[src/rtl/rstx_pkg.sv]
package rstx_pkg;
    localparam int ADDR_W = 3;
    localparam int DATA_W = 4;
    localparam int NUM_CH = 3;
    localparam logic [ADDR_W-1:0] CTRL_ADDR = 3'd1;
    localparam logic [ADDR_W-1:0] STAT_ADDR = 3'd5;

    typedef struct packed {
        logic              wr;
        logic [ADDR_W-1:0] addr;
        logic [DATA_W-1:0] data;
    } bus_req_t;

    typedef enum logic [1:0] {
        SEL_NONE = 2'd0,
        SEL_CTRL = 2'd1,
        SEL_STAT = 2'd2
    } rsel_t;

    function automatic rsel_t decode_addr(input logic [ADDR_W-1:0] a);
        if (a == CTRL_ADDR)      return SEL_CTRL;
        else if (a == STAT_ADDR) return SEL_STAT;
        else                     return SEL_NONE;
    endfunction

    function automatic logic [DATA_W-1:0] widen(input logic [NUM_CH-1:0] v);
        logic [DATA_W-1:0] r;
        r = '0;
        r[NUM_CH-1:0] = v;
        return r;
    endfunction
endpackage

[src/rtl/rstx_ctrl_reg.sv]
module rstx_ctrl_reg
    import rstx_pkg::*;
(
    input  logic             clk,
    input  logic             rst,
    input  bus_req_t         req,
    output logic [NUM_CH-1:0] ctrl_q
);
    logic hit;
    assign hit = req.wr && (decode_addr(req.addr) == SEL_CTRL);

    always_ff @(posedge clk) begin
        if (rst)      ctrl_q <= '0;
        else if (hit) ctrl_q <= req.data[NUM_CH-1:0];
    end
endmodule

[src/rtl/rstx_chan.sv]
module rstx_chan #(
    parameter int STRETCH_CYCLES = 32
) (
    input  logic clk,
    input  logic rst,
    input  logic req_n,
    output logic active
);
    localparam int CNT_W = $clog2(STRETCH_CYCLES + 1);
    localparam logic [CNT_W-1:0] LOAD = CNT_W'(STRETCH_CYCLES);

    logic [CNT_W-1:0] cnt_q;

    always_ff @(posedge clk) begin
        if (rst)                cnt_q <= LOAD;
        else if (!req_n)        cnt_q <= LOAD;
        else if (cnt_q != '0)   cnt_q <= cnt_q - 1'b1;
    end

    assign active = !req_n || (cnt_q != '0);
endmodule

[src/rtl/rstx_readmux.sv]
module rstx_readmux
    import rstx_pkg::*;
(
    input  logic [ADDR_W-1:0] addr,
    input  logic [NUM_CH-1:0] ctrl_q,
    input  logic [NUM_CH-1:0] active,
    output logic [DATA_W-1:0] rdata
);
    always_comb begin
        unique case (decode_addr(addr))
            SEL_CTRL: rdata = widen(ctrl_q);
            SEL_STAT: rdata = widen(active);
            default:  rdata = '0;
        endcase
    end
endmodule

[src/rtl/rstx_stretch.sv]
module rstx_stretch
    import rstx_pkg::*;
#(
    parameter int STRETCH_CYCLES = 32
) (
    input  logic              clk,
    input  logic              rst,
    input  logic              bus_wr,
    input  logic [ADDR_W-1:0] bus_addr,
    input  logic [DATA_W-1:0] bus_wdata,
    output logic [DATA_W-1:0] bus_rdata,
    output logic [NUM_CH-1:0] int_rst
);
    bus_req_t          req;
    logic [NUM_CH-1:0] ctrl_q;

    assign req = '{wr: bus_wr, addr: bus_addr, data: bus_wdata};

    rstx_ctrl_reg u_ctrl (
        .clk    (clk),
        .rst    (rst),
        .req    (req),
        .ctrl_q (ctrl_q)
    );

    for (genvar i = 0; i < NUM_CH; i++) begin : g_ch
        rstx_chan #(.STRETCH_CYCLES(STRETCH_CYCLES)) u_chan (
            .clk    (clk),
            .rst    (rst),
            .req_n  (ctrl_q[i]),
            .active (int_rst[i])
        );
    end

    rstx_readmux u_rd (
        .addr   (bus_addr),
        .ctrl_q (ctrl_q),
        .active (int_rst),
        .rdata  (bus_rdata)
    );
endmodule

[config.mk]
export PLATFORM = sky130hd
export DESIGN_NAME = rstx_stretch
export DESIGN_NICKNAME = d
export VERILOG_FILES = /design/src/rtl/rstx_pkg.sv /design/src/rtl/rstx_ctrl_reg.sv /design/src/rtl/rstx_chan.sv /design/src/rtl/rstx_readmux.sv /design/src/rtl/rstx_stretch.sv
export SDC_FILE = /design/constraint.sdc
export NUM_CORES = 1
export LEC_CHECK = 0
export ABC_AREA = 1
export CORE_MARGIN = 8
export CORE_UTILIZATION = 55
export CTS_CLUSTER_DIAMETER = 100
export DETAILED_ROUTE_END_ITERATION = 10
export PLACE_DENSITY = 0.79
export SLEW_MARGIN = 40
export SYNTH_ARGS = -nofsm -noshare
export SYNTH_HDL_FRONTEND = slang
export SYNTH_SLANG_ARGS = --single-unit
[constraint.sdc]
create_clock -name clk -period 4.1 [get_ports clk]
set_input_delay 0.82 -clock clk [delete_from_list [all_inputs] [get_ports clk]]
set_output_delay 0.82 -clock clk [all_outputs]
set_load 0.005 [all_outputs]
==> results.yml, run 1 <==
logic_synthesis:
  synth_ff_type: "dfxtp_1"
  synth-edff-count: 0
  synth_warnings: 0
  async_reset_ff_share_pct: 0
  netlist_area_um2: 1120
  synthesis.nets: 181
  synth_cell_types: 19
  ys_ff_latch: 21
  syn_area_per_cell_um2: 6.75
  syn_inst: 166
  synth_seq_area_share_pct: 37.5
worst_setup_path:
  crit_slowest_cell: "clkdlybuf4s50_1"
  path_max_fanout: 3
  slowest_delay_ns: 0.53
  cp.arrival_ns: 2.19
  crit_type: "in -> out"
  crit_top_cell: "clkdlybuf4s50_1"
  crit_path_end_kind: "output port"
  startpoint_type: "input pin"
  required_ns: 3.28
  worstPathCellList: "clkdlybuf4s50_1 > nand3b_1 > inv_1 > nand2_1 > o21ai_0 > clkdlybuf4s50_1"
timing:
  period_share_pct: 73.5
  post-route-min-period_ns: 3.01
  hold_viol: 0
  whs_ns: 0.500
  setup_viol: 0
  maxSlewViolCount: 0
  rsz0062_at_grt: "false"
  setup_tns_ns: 0
  finalClockSkew_ns: 0.00248
  timing.fmax_mhz: 332
clocking:
  cts_buffer_depth: 2
  post_cts_resized: 0
  clockRootBuffer: "clkbuf_4"
  cts_tree: "done"
  post-cts-setup-buffers: 0
  clkLatencyLatePin_ns: 0.29
  hold_buffers: 0
  cts_sinks: 21
  cts_made_buffers: 3
  h-tree-depth: 1
  clkTransAtPathRegs_ns: 0.11
floorplanning:
  die_x_um: 61.1
  rows: 16
  fp.dieH_um: 61.1
  coreArea_um2: 1940
  initial_utilization_pct: 57.7
  die_area_um2: 3740
  ioPinCount: 17
cells_and_area:
  diodes: 0
  layout.nets: 196
  drive_above_1_share_pct: 6.67
  areaGrowthSynthToFinish_pct: 15.2
outcome:
  status: "finished, final reports clean"
pwr:
  p_leak_uw: 0.000610
  p_per_area_nw_per_um2: 272
  fin_total_pwr_uw: 352
  ir_drop_v: 0.000203
routing:
  ant_nets: 0
  finalWirelength_mm: 1.93
  avgRoutedWirePerCell_um: 9.33
  drtIter0Drc: 34
  route.detailed.drc: 0
  first_pass_iters: 4
  via_count: 984
  viasPerCell: 4.75
global_routing:
  grt_usage_pct: 11.7
  antenna_found_initial: 0
  grt_first_pass_wirelength_mm: 3.46
  grt_pass1_vias: 868
  grtUsageMet3_pct: 3.13
  grt_max_degree: 12
  grtUsageMet1_pct: 14.7
  met2_usage_pct: 19.0
  overflow: 0
  top_usage_layer: "met2"
flow_run:
  cap_violations: 0
place:
  place.port_buffers: 14
  place_hpwl_mm: 1.59
  gp_congestion: 0.846
min_path:
  hold_class: "reg -> reg"
## placed cells by master (no fill, tap or decap)
cell type        count
xnor2_1              3
o21ai_0              5
clkdlybuf4s50_1     14
nor2_1              37
a21oi_2              2
conb_1               1
clkbuf_1             1
xor2_1               1
o21ai_1              1
or2_0                3
nor2_2               4
dfxtp_1             21
clkbuf_4             3
ha_1                 5
nand4_1              1
a21oi_1              4
nand3b_1             2
nand3_1              7
inv_1               23
nand2_1             39
nand3_2              3
## cell families (layout without fill, tap and decap cells)
kind of cell             after synthesis  count (layout)  synth area share [%]
AO/OA/AOI/OAI                         12              12                  6.03
XOR/XNOR                               4               4                  3.13
adder cells (fa/ha/maj)                5               5                  5.58
buffers and inverters                 27              41                  10.4
flip-flops                            21              21                  37.5
other                                  1               1                 0.335
AND/OR/NAND/NOR                       96              96                  37.1
## where the power goes
group	total, uW	switching (uW)	internal (uW)
Combinational	43.1	21.5	21.6
Sequential	212	3.86	209
Clock	96.2	58.4	37.8
## critical path, delay by kind of cell
family / cells / cell delay (ns)
compound gates: 1 / 0.08
buf+inv: 3 / 1.05
simple gates: 2 / 0.24
## per-layer routing
| layer | up-vias | share of wire (%) |
|---|---|---|
| met4 | 0 | 0 |
| met1 | 426 | 48 |
| met3 | 0 | 4.7 |
| met2 | 27 | 47 |
| met5 | - | 0 |
| li1 | 531 | - |
## worst paths after layout
kind	start	endpoint	slack, ns	depth (start not counted)
hold reg to reg	g_ch[1].u_chan.cnt_q[5]	g_ch[1].u_chan.cnt_q[5]	0.50	2
setup / recovery	bus_addr[2]	bus_rdata[2]	1.09	6
setup reg to reg	g_ch[2].u_chan.cnt_q[0]	g_ch[2].u_chan.cnt_q[3]	2.90	5
hold / removal	g_ch[1].u_chan.cnt_q[5]	g_ch[1].u_chan.cnt_q[5]	0.50	2
## state kept, by name, indices dropped and copies added (netlist names)
name and flops:
u_ctrl.ctrl_q 3, g_ch.u_chan.cnt_q 18
## stage by stage
stage          setup WS, ns  utilization, %  cell area, um2  std cells
5_1_grt               0.969            66.5            1290        207
3_3_place_gp           1.08            65.1            1260        203
6_report               1.09            66.5            1290        207
2_1_floorplan          2.08               -            1120        166
3_5_place_dp           1.09            65.1            1260        203
4_1_cts                1.08            66.5            1290        207
## cell usage after synthesis (3+ instances only)
cell type | instances | area share (%)
ha_1 | 5 | 5.6
a21oi_1 | 4 | 1.8
xnor2_1 | 3 | 2.3
dfxtp_1 | 21 | 37
inv_1 | 23 | 7.7
nor2_2 | 4 | 2.2
nand2_1 | 39 | 13
or2_0 | 3 | 1.7
nand3_1 | 7 | 3.1
buf_4 | 4 | 2.7
nor2_1 | 37 | 12
nand3_2 | 3 | 2.7
o21ai_0 | 5 | 2.2
## layout make-up
type / instances / area [um2]
clock buffer: 4 / 26.3
tap: 27 / 33.8
multi-input combinational: 118 / 584
fill: 184 / 651
inverter: 23 / 86.3
sequential: 21 / 420
timing repair buffer: 14 / 140
Power figures use the tool's default switching activity.
==> run 2, diff against run 1 <==
--- a/config.mk
+++ b/config.mk
@@ -7,10 +7,10 @@
 export LEC_CHECK = 0
 export ABC_AREA = 1
 export CORE_MARGIN = 8
-export CORE_UTILIZATION = 55
+export CORE_UTILIZATION = 47
 export CTS_CLUSTER_DIAMETER = 100
 export DETAILED_ROUTE_END_ITERATION = 10
-export PLACE_DENSITY = 0.79
+export PLACE_DENSITY = 0.72
 export SLEW_MARGIN = 40
 export SYNTH_ARGS = -nofsm -noshare
 export SYNTH_HDL_FRONTEND = slang
==> constraint.sdc (replaced) <==
create_clock -name clk -period 2.7 [get_ports clk]
set_input_delay 0.54 -clock clk [delete_from_list [all_inputs] [get_ports clk]]
set_output_delay 0.54 -clock clk [all_outputs]
set_load 0.005 [all_outputs]
==> results.yml, run 2 (same netlist as run 1, synthesis figures left out) <==
global_routing:
  grt_first_pass_wirelength_mm: 3.64
  grt_pass1_vias: 922
  overflow: 0
  antenna_found_initial: 0
  grt_usage_pct: 10.4
  grt_max_degree: 13
pwr:
  p_comb_share_pct: 12.2
  pwr-share-seq_pct: 60.0
  p_leak_uw: 0.000613
  power_frac_clock_pct: 27.8
  p_per_area_nw_per_um2: 416
  internal-power_uw: 405
  net-switching-power_uw: 133
  p_sw_share_pct: 24.8
  ir_drop_v: 0.000276
floorplanning:
  ioPinCount: 17
  rows: 17
  initial_utilization_pct: 50.2
  fp.dieH_um: 64.8
  die_area_um2: 4200
  coreArea_um2: 2230
  die_x_um: 64.8
timing:
  timing.fmax_mhz: 401
  hold_viol: 0
  setup_tns_ns: 0
  rsz0062_at_grt: "false"
  maxSlewViolCount: 0
  period_share_pct: 92.4
  setup_viol: 0
  finalClockSkew_ns: 0.00397
  post-route-min-period_ns: 2.50
worst_setup_path:
  crit_type: "reg -> out"
  startpoint_type: "register"
  required_ns: 2.16
  crit_path_end_kind: "output port"
  cp.arrival_ns: 1.96
  path_max_fanout: 6
cells_and_area:
  layout_common_cells: "nand2_1, nor2_1, inv_1, dfxtp_1, clkdlybuf4s50_1"
  areaGrowthSynthToFinish_pct: 15.4
  diodes: 0
  reg_top3: "g_ch.u_chan.cnt_q x18, u_ctrl.ctrl_q x3"
  largest_register_ffs: 18
  design_area_um2: 1290
  final_cells: 208
  drive_above_1_share_pct: 7.22
  layout.nets: 196
  regMostFlops: "g_ch.u_chan.cnt_q"
  layout_commonest_cell: "nand2_1"
place:
  place.port_buffers: 14
  dp_cells: 204
  place_hpwl_mm: 1.62
  dpl-instance-area_um2: 1270
  gp_congestion: 0.857
routing:
  finalWirelength_mm: 2.02
  ant_nets: 0
  first_pass_iters: 4
  route.detailed.drc: 0
  drtIter0Drc: 48
  avgRoutedWirePerCell_um: 9.72
  viasPerCell: 4.69
  via_count: 975
clocking:
  h-tree-depth: 1
  clkTransAtPathRegs_ns: 0.12
  cts_made_buffers: 3
  post_cts_resized: 0
  cts_tree: "done"
  hold_buffers: 0
  clkLatencyLatePin_ns: 0.30
  clockRootBuffer: "clkbuf_4"
  post-cts-setup-buffers: 0
  cts_sinks: 21
  cts_buffer_depth: 2
flow_run:
  cap_violations: 0
outcome:
  status: "finished, final reports clean"
min_path:
  hold_class: "reg -> reg"
run 2: cell count changes in the layout (fill, tap and decap cells not counted), sizes merged:
cell,before,now
clkbuf,4,3
clkinv,0,1
run 2: path summary, 6_finish.rpt:
path,start,to,slack [ns],cells past startpoint
worst max-delay path,g_ch[2].u_chan.cnt_q[0],bus_rdata[2],0.20,6
worst min register to register,g_ch[1].u_chan.cnt_q[5],g_ch[1].u_chan.cnt_q[5],0.49,2
worst min-delay path,g_ch[1].u_chan.cnt_q[5],g_ch[1].u_chan.cnt_q[5],0.49,2
worst max register to register,g_ch[2].u_chan.cnt_q[0],g_ch[2].u_chan.cnt_q[3],1.48,5
run 2: critical path, stage by stage (launching register included):
cell and delay, ns:
dfxtp_1 0.40, inv_1 0.09, ha_1 0.26, nand3_2 0.15, nor2_1 0.07, o21ai_0 0.16, clkdlybuf4s50_1 0.53
run 2: layer usage:
| layer | up-vias | track usage, % | wire length, um |
|---|---|---|---|
| li1 | 530 | - | - |
| met1 | 426 | 10.9 | 929 |
| met2 | 15 | 18.3 | 938 |
| met3 | 4 | 3.61 | 121 |
| met4 | 0 | 4.90 | 31 |
| met5 | - | 0 | 0 |
run 2: area by class of cell:
type	instances	area (um2)
fillers	224	940
well taps	28	35.0
clock buffers	3	22.5
inverters	23	86.3
multi-input cells	118	584
repair buffers	14	140
flip-flops and latches	21	420
clock inverters	1	5.00
run 2: power by group through the flow:
stage / registers [uW] / logic, uW / clock network, uW
6_report: 323 / 65.7 / 149
5_1_grt: 324 / 75.1 / 166
4_1_cts: 323 / 66.3 / 156
3_5_place_dp: 330 / 65.7 / 0
3_3_place_gp: 329 / 63.6 / 0
2_1_floorplan: 328 / 43.7 / 0
run 2: stage by stage:
stage	util, %	hold slack (ns)	power [uW]	setup WS (ns)
2_1_floorplan	-	0.443	372	1.13
3_3_place_gp	56.7	0.461	393	0.252
3_5_place_dp	56.7	0.456	395	0.258
4_1_cts	57.9	0.489	545	0.183
5_1_grt	57.9	0.530	566	0.00710
6_report	57.9	0.487	538	0.205
